## config.mk

```make
export PLATFORM = sky130hd
export DESIGN_NAME = cnvTestBus
export DESIGN_NICKNAME = d
export VERILOG_FILES = /design/src/rtl/cnv_test_bus_pkg.sv /design/src/rtl/cnvHoldCell.sv /design/src/rtl/cnvBusCtrl.sv /design/src/rtl/cnvBusDatapath.sv /design/src/rtl/cnvTestBus.sv
export SDC_FILE = /design/constraint.sdc
export NUM_CORES = 1
export LEC_CHECK = 0
export ABC_CLOCK_PERIOD_IN_PS = 800
export BUFFER_PORTS_ARGS = -buffer_cell sky130_fd_sc_hd__buf_2
export CAP_MARGIN = 15
export CORE_MARGIN = 1
export CORE_UTILIZATION = 30
export CTS_CLUSTER_SIZE = 10
export DETAILED_ROUTE_END_ITERATION = 6
export PLACE_DENSITY = 0.71
export SETUP_SLACK_MARGIN = 0.1
export SLEW_MARGIN = 20
export SYNTH_ARGS = -nofsm -noshare
export SYNTH_HDL_FRONTEND = slang
export SYNTH_SLANG_ARGS = --single-unit
export TNS_END_PERCENT = 50
```

## constraint.sdc

```tcl
create_clock -name clk -period 0.8 [get_ports clk]
set_input_delay 0.12 -clock clk [delete_from_list [all_inputs] [get_ports clk]]
set_output_delay 0.12 -clock clk [all_outputs]
set_load 0.01 [all_outputs]
```

## src/rtl/cnv_test_bus_pkg.sv

```systemverilog
package cnv_test_bus_pkg;

  typedef enum logic [1:0] {
    SRC_RESULT = 2'b00,
    SRC_COARSE = 2'b01,
    SRC_MID    = 2'b10,
    SRC_FINE   = 2'b11
  } srcSel_e;

  typedef struct packed {
    logic selScan;
    logic selResult;
    logic selCoarse;
    logic selMid;
    logic selFine;
    logic loadOut;
    logic loadIn;
  } busStrobes_t;

endpackage

```

## src/rtl/cnvHoldCell.sv

```systemverilog
module cnvHoldCell (
  input  logic clk,
  input  logic rstN,
  input  logic testEn,
  input  logic funcD,
  input  logic testD,
  output logic q
);

  always_ff @(posedge clk or negedge rstN) begin
    if (!rstN) q <= 1'b0;
    else       q <= testEn ? testD : funcD;
  end

endmodule

```

## src/rtl/cnvBusCtrl.sv

```systemverilog
module cnvBusCtrl
  import cnv_test_bus_pkg::*;
(
  input  logic        scanMode,
  input  logic [1:0]  modeSel,
  input  logic        holdOut,
  input  logic        holdIn,
  output busStrobes_t strobes
);

  srcSel_e srcCode;

  always_comb begin
    srcCode           = srcSel_e'(modeSel);
    strobes           = '0;
    strobes.selScan   = scanMode;
    strobes.selResult = !scanMode && (srcCode == SRC_RESULT);
    strobes.selCoarse = !scanMode && (srcCode == SRC_COARSE);
    strobes.selMid    = !scanMode && (srcCode == SRC_MID);
    strobes.selFine   = !scanMode && (srcCode == SRC_FINE);
    strobes.loadOut   = !holdOut;
    strobes.loadIn    = !holdIn;
  end

endmodule

```

## src/rtl/cnvBusDatapath.sv

```systemverilog
module cnvBusDatapath
  import cnv_test_bus_pkg::*;
#(
  parameter int RES_W  = 12,
  parameter int CRS_W  = 4,
  parameter int MID_W  = 4,
  parameter int FIN_W  = 6,
  localparam int BUS_W  = RES_W + 2,
  localparam int SCAN_W = BUS_W - 1
) (
  input  logic              clk,
  input  logic              rstN,
  input  busStrobes_t       strobes,
  input  logic [RES_W-1:0]  resultIn,
  input  logic              underIn,
  input  logic              overIn,
  input  logic [CRS_W-1:0]  coarseIn,
  input  logic [MID_W-1:0]  midIn,
  input  logic [FIN_W-1:0]  fineIn,
  input  logic [SCAN_W-1:0] scanSoPar,
  input  logic              scanSoSer,
  input  logic [BUS_W-1:0]  testRailIn,
  output logic [BUS_W-1:0]  testRailOut,
  output logic [SCAN_W-1:0] scanSiPar,
  output logic              scanSiSer
);

  logic [BUS_W-1:0] busNext;
  logic [BUS_W-1:0] inQ;

  always_comb begin
    busNext = '0;
    if (strobes.selScan)        busNext = {scanSoSer, scanSoPar};
    else if (strobes.selResult) busNext = {overIn, underIn, resultIn};
    else if (strobes.selCoarse) busNext[CRS_W-1:0] = coarseIn;
    else if (strobes.selMid)    busNext[MID_W-1:0] = midIn;
    else if (strobes.selFine)   busNext[FIN_W-1:0] = fineIn;
  end

  for (genvar i = 0; i < BUS_W; i++) begin : gOutCell
    cnvHoldCell uOut (
      .clk   (clk),
      .rstN  (rstN),
      .testEn(!strobes.loadOut),
      .funcD (busNext[i]),
      .testD (testRailOut[i]),
      .q     (testRailOut[i])
    );
  end

  for (genvar i = 0; i < BUS_W; i++) begin : gInCell
    cnvHoldCell uIn (
      .clk   (clk),
      .rstN  (rstN),
      .testEn(!strobes.loadIn),
      .funcD (testRailIn[i]),
      .testD (inQ[i]),
      .q     (inQ[i])
    );
  end

  assign scanSiPar = inQ[SCAN_W-1:0];
  assign scanSiSer = inQ[BUS_W-1];

  AST_OUT_HOLD: assert property (@(posedge clk) disable iff (!rstN)
    !strobes.loadOut |=> $stable(testRailOut));
  AST_IN_HOLD: assert property (@(posedge clk) disable iff (!rstN)
    !strobes.loadIn |=> $stable(inQ));
  AST_SCAN_FIRST: assert property (@(posedge clk) disable iff (!rstN)
    strobes.selScan && strobes.loadOut |=> testRailOut == $past({scanSoSer, scanSoPar}));
  AST_RESULT_PASS: assert property (@(posedge clk) disable iff (!rstN)
    strobes.selResult && strobes.loadOut |=> testRailOut == $past({overIn, underIn, resultIn}));
  AST_CRS_UPPER: assert property (@(posedge clk) disable iff (!rstN)
    strobes.selCoarse && strobes.loadOut |=> testRailOut[BUS_W-1:CRS_W] == '0);
  AST_MID_UPPER: assert property (@(posedge clk) disable iff (!rstN)
    strobes.selMid && strobes.loadOut |=> testRailOut[BUS_W-1:MID_W] == '0);
  AST_FINE_UPPER: assert property (@(posedge clk) disable iff (!rstN)
    strobes.selFine && strobes.loadOut |=> testRailOut[BUS_W-1:FIN_W] == '0);
  AST_RESET_CLEAR: assert property (@(posedge clk)
    !rstN |-> (testRailOut == '0 && inQ == '0));

endmodule

```

## src/rtl/cnvTestBus.sv

```systemverilog
module cnvTestBus
  import cnv_test_bus_pkg::*;
#(
  parameter int RES_W = 12,
  parameter int CRS_W = 4,
  parameter int MID_W = 4,
  parameter int FIN_W = 6
) (
  input  logic               clk,
  input  logic               rstN,
  input  logic               scanMode,
  input  logic [1:0]         modeSel,
  input  logic               holdOut,
  input  logic               holdIn,
  input  logic [RES_W-1:0]   resultIn,
  input  logic               underIn,
  input  logic               overIn,
  input  logic [CRS_W-1:0]   coarseIn,
  input  logic [MID_W-1:0]   midIn,
  input  logic [FIN_W-1:0]   fineIn,
  input  logic [RES_W:0]     scanSoPar,
  input  logic               scanSoSer,
  input  logic [RES_W+1:0]   testRailIn,
  output logic [RES_W+1:0]   testRailOut,
  output logic [RES_W:0]     scanSiPar,
  output logic               scanSiSer
);

  busStrobes_t strobes;

  cnvBusCtrl uCtrl (
    .scanMode(scanMode),
    .modeSel (modeSel),
    .holdOut (holdOut),
    .holdIn  (holdIn),
    .strobes (strobes)
  );

  cnvBusDatapath #(
    .RES_W(RES_W), .CRS_W(CRS_W), .MID_W(MID_W), .FIN_W(FIN_W)
  ) uData (
    .clk        (clk),
    .rstN       (rstN),
    .strobes    (strobes),
    .resultIn   (resultIn),
    .underIn    (underIn),
    .overIn     (overIn),
    .coarseIn   (coarseIn),
    .midIn      (midIn),
    .fineIn     (fineIn),
    .scanSoPar  (scanSoPar),
    .scanSoSer  (scanSoSer),
    .testRailIn (testRailIn),
    .testRailOut(testRailOut),
    .scanSiPar  (scanSiPar),
    .scanSiSer  (scanSiSer)
  );

endmodule

```

Yosys cells after proc, flatten, opt, wreduce, memory -nomap -nowiden
Cells that the tools add are included.
{"block": "word_totals", "ff_bits": 28, "inputBits": 63, "output_inout_bits": 28}
{"block": "op_classes", "eq_ne": 3, "n_mux": 36, "n_reduce_logical": 6}
{"operator": "2-to-1 mux 1 bit", "count": 28}
{"operator": "2-to-1 mux 14 bit", "count": 1}
{"operator": "2-to-1 mux 6 bit", "count": 2}
{"operator": "2-to-1 mux 4 bit", "count": 2}
{"operator": "2-to-1 mux 8 bit", "count": 1}
{"operator": "== test 2 bit, second input constant", "count": 2}
{"operator": "logical AND 1 bit", "count": 4}
{"operator": "2-to-1 mux 2 bit", "count": 2}
{"operator": "== test 2 x 1 -> 1 bit, second input constant", "count": 1}
{"operator": "zero test 2 bit", "count": 1}
{"operator": "zero test 1 bit", "count": 1}

Longest topological paths before layout
{"block": "logic_depth", "depth_word": 8, "depth_mapped": 5}

Cells and area by module
Synthesis repeated with hierarchy kept, for this count alone.
{"block": "unflattened", "cells_unflattened": 105, "area_unflattened_um2": 1477.7}
{"mod": "cnvHoldCell", "n_inst": 28, "cells_per_inst": 2, "area_each_um2": 40.0, "seq_area_each_um2": 25.0}
{"mod": "cnvBusDatapath", "n_inst": 1, "cells_per_inst": 42, "area_each_um2": 311.5, "seq_area_each_um2": 0.0}
{"mod": "cnvBusCtrl", "n_inst": 1, "cells_per_inst": 7, "area_each_um2": 45.0, "seq_area_each_um2": 0.0}

Worst setup path before layout
Ideal clock, no wire load.
{"block": "synth_path", "path_kind": "input port to flip-flop", "startpoint": "input port modeSel[0]", "endpoint": "register uData.gOutCell[2].uOut.q", "arrival_ps": 853, "t_required_ps": 706, "path_slack_ps": -147, "cell_stages": 5, "path_cell_list": "buf_4 > nor3_2 > buf_6 > a221oi_2 > a221oi_2"}
{"block": "synth_via", "elab_chain_cells": 8}
{"element": "start, declared", "line_no": "cnvTestBus.sv:12", "rtl": "input logic [1:0] modeSel,"}
{"element": "== test 2 bit", "line_no": "cnvBusCtrl.sv:20", "rtl": "strobes.selFine = !scanMode && (srcCode == SRC_FINE);"}
{"element": "logical AND 1 bit", "line_no": "cnvBusCtrl.sv:20"}
{"element": "2-to-1 mux 6 bit", "line_no": "cnvBusDatapath.sv:37", "rtl": "else if (strobes.selFine) busNext[FIN_W-1:0] = fineIn;"}
{"element": "2-to-1 mux 4 bit", "line_no": "cnvBusDatapath.sv:36", "rtl": "else if (strobes.selMid) busNext[MID_W-1:0] = midIn;"}
{"element": "2-to-1 mux 4 bit", "line_no": "cnvBusDatapath.sv:35", "rtl": "else if (strobes.selCoarse) busNext[CRS_W-1:0] = coarseIn;"}
{"element": "2-to-1 mux 6 bit (*)", "line_no": "cnvBusDatapath.sv:34", "rtl": "else if (strobes.selResult) busNext = {overIn, underIn, resultIn};"}
{"element": "2-to-1 mux 14 bit (*)", "line_no": "cnvBusDatapath.sv:33", "rtl": "if (strobes.selScan) busNext = {scanSoSer, scanSoPar};"}
{"element": "2-to-1 mux 1 bit (*)", "line_no": "cnvHoldCell.sv:12", "rtl": "else q <= testEn ? testD : funcD;"}
{"element": "end signal, assigned", "line_no": "cnvHoldCell.sv:12"}
{"element": "end, declared", "line_no": "cnvHoldCell.sv:7", "rtl": "output logic q"}
Every way passes the cells marked *; elsewhere a longest branch is shown, timed or not. The select of a mux whose other input is x is not followed.
A chain may end at the register's enable or synchronous reset.

Worst setup path in the final report
{"block": "layout_path", "startpoint": "register uData.gOutCell[3].uOut.q", "endpoint": "output port testRailOut[3]"}
{"element": "start, declared", "line_no": "cnvHoldCell.sv:7"}
{"element": "start signal, assigned", "line_no": "cnvHoldCell.sv:12"}
{"element": "end, declared", "line_no": "cnvTestBus.sv:24", "rtl": "output logic [RES_W+1:0] testRailOut,"}
No word-level cell between the ends.

==> report_table.html <==
<table>
<tr><th>Metric</th><th>Value</th></tr>
<tr><th colspan="2">Critical path</th></tr>
<tr><td>Data arrival at the endpoint of the critical path</td><td>0.81 ns</td></tr>
<tr><td>Startpoint kind of the worst setup timing path</td><td>flip-flop</td></tr>
<tr><td>CP endpoint kind</td><td>output port</td></tr>
<tr><td>Top delay family on crit path</td><td>flip-flops</td></tr>
<tr><td>Critical path, cell by cell</td><td>buf_2</td></tr>
<tr><td>CP required</td><td>0.68 ns</td></tr>
<tr><td>Startpoint-to-endpoint class of the critical path</td><td>flip-flop to output port</td></tr>
<tr><td>Buffer and inverter count on the worst path</td><td>1</td></tr>
<tr><td>Slowest cell on the critical path</td><td>dfrtp_1</td></tr>
<tr><td>Peak per-stage delay on the critical path</td><td>0.40 ns</td></tr>
<tr><td>Crit Path Max Fanout</td><td>2</td></tr>
<tr><th colspan="2">Global routing</th></tr>
<tr><td>Number of antenna violations at the first check in global routing</td><td>0</td></tr>
<tr><td>Largest net degree at the start of global routing</td><td>29</td></tr>
<tr><td>Number of global-route vias before repair</td><td>1201</td></tr>
<tr><td>First-pass GRT wire length</td><td>5340 um</td></tr>
<tr><td>Overflow left after global routing</td><td>0</td></tr>
<tr><td>Tot GR Track Use</td><td>12.9%</td></tr>
<tr><th colspan="2">Clocking</th></tr>
<tr><td>Root cell of the clock tree</td><td>clkbuf_8</td></tr>
<tr><td>Clock buffer count from CTS</td><td>3</td></tr>
<tr><td>H-tree levels</td><td>1</td></tr>
<tr><td>Worst-path clk slew</td><td>0.10 ns</td></tr>
<tr><td>Number of buffers on the longest clock path</td><td>2</td></tr>
<tr><td>Clock Latency Late Sink</td><td>0.27 ns</td></tr>
<tr><td>Total number of clock tree sinks</td><td>28</td></tr>
<tr><td>CTS tree</td><td>built</td></tr>
<tr><th colspan="2">Route</th></tr>
<tr><td>Sum of routed wire length over all layers</td><td>3370 um</td></tr>
<tr><td>Post-detailed-route DRC marker count</td><td>0</td></tr>
<tr><td>Vias</td><td>1252</td></tr>
<tr><td>Iteration-0 DRC Markers</td><td>20</td></tr>
<tr><td>Detailed-route wire length per cell</td><td>11.9 um</td></tr>
<tr><td>Drt first pass iters</td><td>4</td></tr>
<tr><td>Post-route ant nets</td><td>0</td></tr>
<tr><td>Average vias per placed instance</td><td>4.41</td></tr>
<tr><th colspan="2">Die</th></tr>
<tr><td>Height of the chip</td><td>73.2 um</td></tr>
<tr><td>Width of the die</td><td>73.2 um</td></tr>
<tr><td>Placeable Area</td><td>4790 um2</td></tr>
<tr><td>Row count</td><td>25</td></tr>
<tr><td>Count of boundary I/O pins</td><td>91</td></tr>
<tr><td>Die footprint</td><td>5360 um2</td></tr>
<tr><td>Effective utilization at floorplan</td><td>31.8%</td></tr>
<tr><th colspan="2">Power</th></tr>
<tr><td>Power Density</td><td>1680 nW/um2</td></tr>
<tr><td>Total leakage power</td><td>0.00108 uW</td></tr>
<tr><td>Worst supply voltage drop on vdd</td><td>619 uV</td></tr>
<tr><th colspan="2">Job</th></tr>
<tr><td>Max-cap viol count</td><td>0</td></tr>
<tr><th colspan="2">Finish</th></tr>
<tr><td>Share of cells above drive strength 1</td><td>69.1%</td></tr>
<tr><td>Final Instance Count excl. Fillers</td><td>284</td></tr>
<tr><td>Post-route standard cell area excluding fillers</td><td>2190 um2</td></tr>
<tr><td>Area added between synthesis and finish</td><td>44.1%</td></tr>
<tr><td>Antenna Cells</td><td>0</td></tr>
<tr><td># fillers</td><td>468</td></tr>
<tr><td>Nets</td><td>281</td></tr>
<tr><th colspan="2">Placed design</th></tr>
<tr><td>Placed wire-length estimate after detailed placement</td><td>2660 um</td></tr>
<tr><td>Pre-CTS WS</td><td>-0.310 ns</td></tr>
<tr><td>Cell count after placement</td><td>268</td></tr>
<tr><td>Routability-driven placement congestion ratio</td><td>0.702</td></tr>
<tr><td>DP Area</td><td>1910 um2</td></tr>
<tr><td># port buffers</td><td>90</td></tr>
<tr><th colspan="2">Synthesis</th></tr>
<tr><td>Net count after synthesis</td><td>200</td></tr>
<tr><td>Asr flop ratio synth</td><td>100%</td></tr>
<tr><td>Most instantiated cells after synthesis</td><td>buf_4, dfrtp_1, mux2_2</td></tr>
<tr><td>Count of mapped cells out of synthesis</td><td>137</td></tr>
<tr><td>Post-synth design cell area</td><td>1520 um2</td></tr>
<tr><td>Mapped Avg Cell Area</td><td>11.1 um2</td></tr>
<tr><td>Largest area contributor in the synthesized netlist</td><td>dfrtp_1</td></tr>
<tr><td>Dominant cells by area after synthesis</td><td>dfrtp_1, buf_4, mux2_2</td></tr>
<tr><td>Most used flip-flop cell after synthesis</td><td>dfrtp_1</td></tr>
<tr><td>Yosys warning count</td><td>0</td></tr>
<tr><td>Number of flops mapped to enable cells by yosys</td><td>0</td></tr>
<tr><td>Portion of synthesized cell area occupied by the leading cell type</td><td>46.1%</td></tr>
<tr><td>Count of state elements after synthesis</td><td>28</td></tr>
<tr><td>Sequential share of the synthesized area</td><td>46.1%</td></tr>
<tr><td>Distinct cell type count after synthesis</td><td>20</td></tr>
<tr><th colspan="2">STA</th></tr>
<tr><td>Final setup slack of the worst path</td><td>-0.135 ns</td></tr>
<tr><td>Unrepaired setup endpoints after global routing</td><td>yes</td></tr>
<tr><td>Final min period</td><td>0.935 ns</td></tr>
<tr><td>Final setup viols</td><td>32</td></tr>
<tr><td>Max-slew violation count</td><td>0</td></tr>
<tr><td>Final period utilization</td><td>117%</td></tr>
<tr><td>Measured slew at the worst slew-check pin</td><td>0.314 ns</td></tr>
<tr><td>Fmax achieved</td><td>1070 MHz</td></tr>
<tr><td>Clk_skew</td><td>0 ns</td></tr>
<tr><td>Fin. Hold Viols</td><td>0</td></tr>
<tr><td>Setup Total Neg Slack</td><td>-3.36 ns</td></tr>
<tr><td>Worst slew margin relative to its limit</td><td>79.0%</td></tr>
<tr><th colspan="2">Run status</th></tr>
<tr><td>Failing checks</td><td>negative setup slack</td></tr>
<tr><td>Run status</td><td>finished with violations</td></tr>
<tr><th colspan="2">Min path</th></tr>
<tr><td>Min-Delay Path Class</td><td>primary input to flip-flop</td></tr>
</table>
==> power breakdown <==
| group | switching, uW | internal, uW | total (uW) |
|---|---|---|---|
| registers | 67.8 | 1560 | 1630 |
| clock network | 439 | 669 | 1110 |
| logic | 408 | 537 | 945 |
| total | 916 | 2760 | 3680 |
==> worst paths after layout <==
check                                                      from                                    to  slack [ns]  cells past startpoint
hold reg to reg            uData.gOutCell[7].uOut.q$_DFFE_PN0N_  uData.gOutCell[7].uOut.q$_DFFE_PN0N_        0.50                      2
setup reg to reg             uData.gInCell[9].uIn.q$_DFFE_PN0N_    uData.gInCell[9].uIn.q$_DFFE_PN0N_       -0.07                      2
max in group asynchronous                                  rstN  uData.gOutCell[9].uOut.q$_DFFE_PN0N_        0.17                      3
min in group asynchronous                                  rstN  uData.gOutCell[3].uOut.q$_DFFE_PN0N_        0.26                      2
hold / removal                                    testRailIn[6]    uData.gInCell[6].uIn.q$_DFFE_PN0N_        0.07                      2
setup / recovery           uData.gOutCell[3].uOut.q$_DFFE_PN0N_                        testRailOut[3]       -0.13                      1
==> cell families (layout without fill, tap and decap cells) <==
family / Yosys count / in the layout / share of synthesized area (%)
flip-flops: 28 / 28 / 46.1
multiplexers: 18 / 18 / 13.3
buffers and inverters: 38 / 118 / 17.1
AO/OA/AOI/OAI: 28 / 28 / 15.0
AND/OR/NAND/NOR: 25 / 25 / 8.48
==> area by class of cell <==
type	count	area, um2	share of cell area (%)
clock buffers	3	41.3	1.88
clock inverters	1	30.0	1.37
inverters	4	15.0	0.685
multi-input cells	71	637	29.1
flip-flops and latches	28	701	32.0
well taps	67	83.8	3.83
repair buffers	110	683	31.2
==> stage by stage <==
| stage | hold WS, ns | utilization [%] | power, uW |
|---|---|---|---|
| global route | 0.0641 | 45.8 | 3890 |
| detailed placement | 0.0184 | 40.0 | 2440 |
| floorplan | -0.176 | - | 2210 |
| global placement | 0.0122 | 40.0 | 2420 |
| CTS | 0.0666 | 44.5 | 3660 |
| finish | 0.0721 | 45.8 | 3680 |
==> state kept, by name (all words and copies together), names as in the netlist <==
name,flops
uData.gOutCell.uOut.q,14
uData.gInCell.uIn.q,14
==> placed cells by master (no fill, tap or decap), drive strengths merged <==
cell,instances
dlygate4sd3,1
bufinv,1
nand2,14
buf,109
clkbuf,3
or2,1
nor2,1
mux2,18
nor3,1
a22oi,8
o31ai,2
a221oi,10
and2b,1
dfrtp,28
nor3b,4
and2,1
o21ai,8
inv,4
nor2b,2
==> per-layer routing <==
layer	track usage (%)	vias to the layer above	part of all wire, %
li1	-	621	-
met5	0	-	0
met3	1.93	2	6.1
met1	15.1	570	43
met2	24.1	59	50
met4	3.92	0	1.0
==> timing repair <==
item                                   in CTS  in global routing
endpoints found under the hold margin      28                  0
setup endpoints to repair                  56                 56
hold buffers                                1                  0
resized for setup                          21                  6
pin swaps                                  15                 10
setup buffers                               6                  5
No activity file was read; power rests on OpenSTA's default activity.
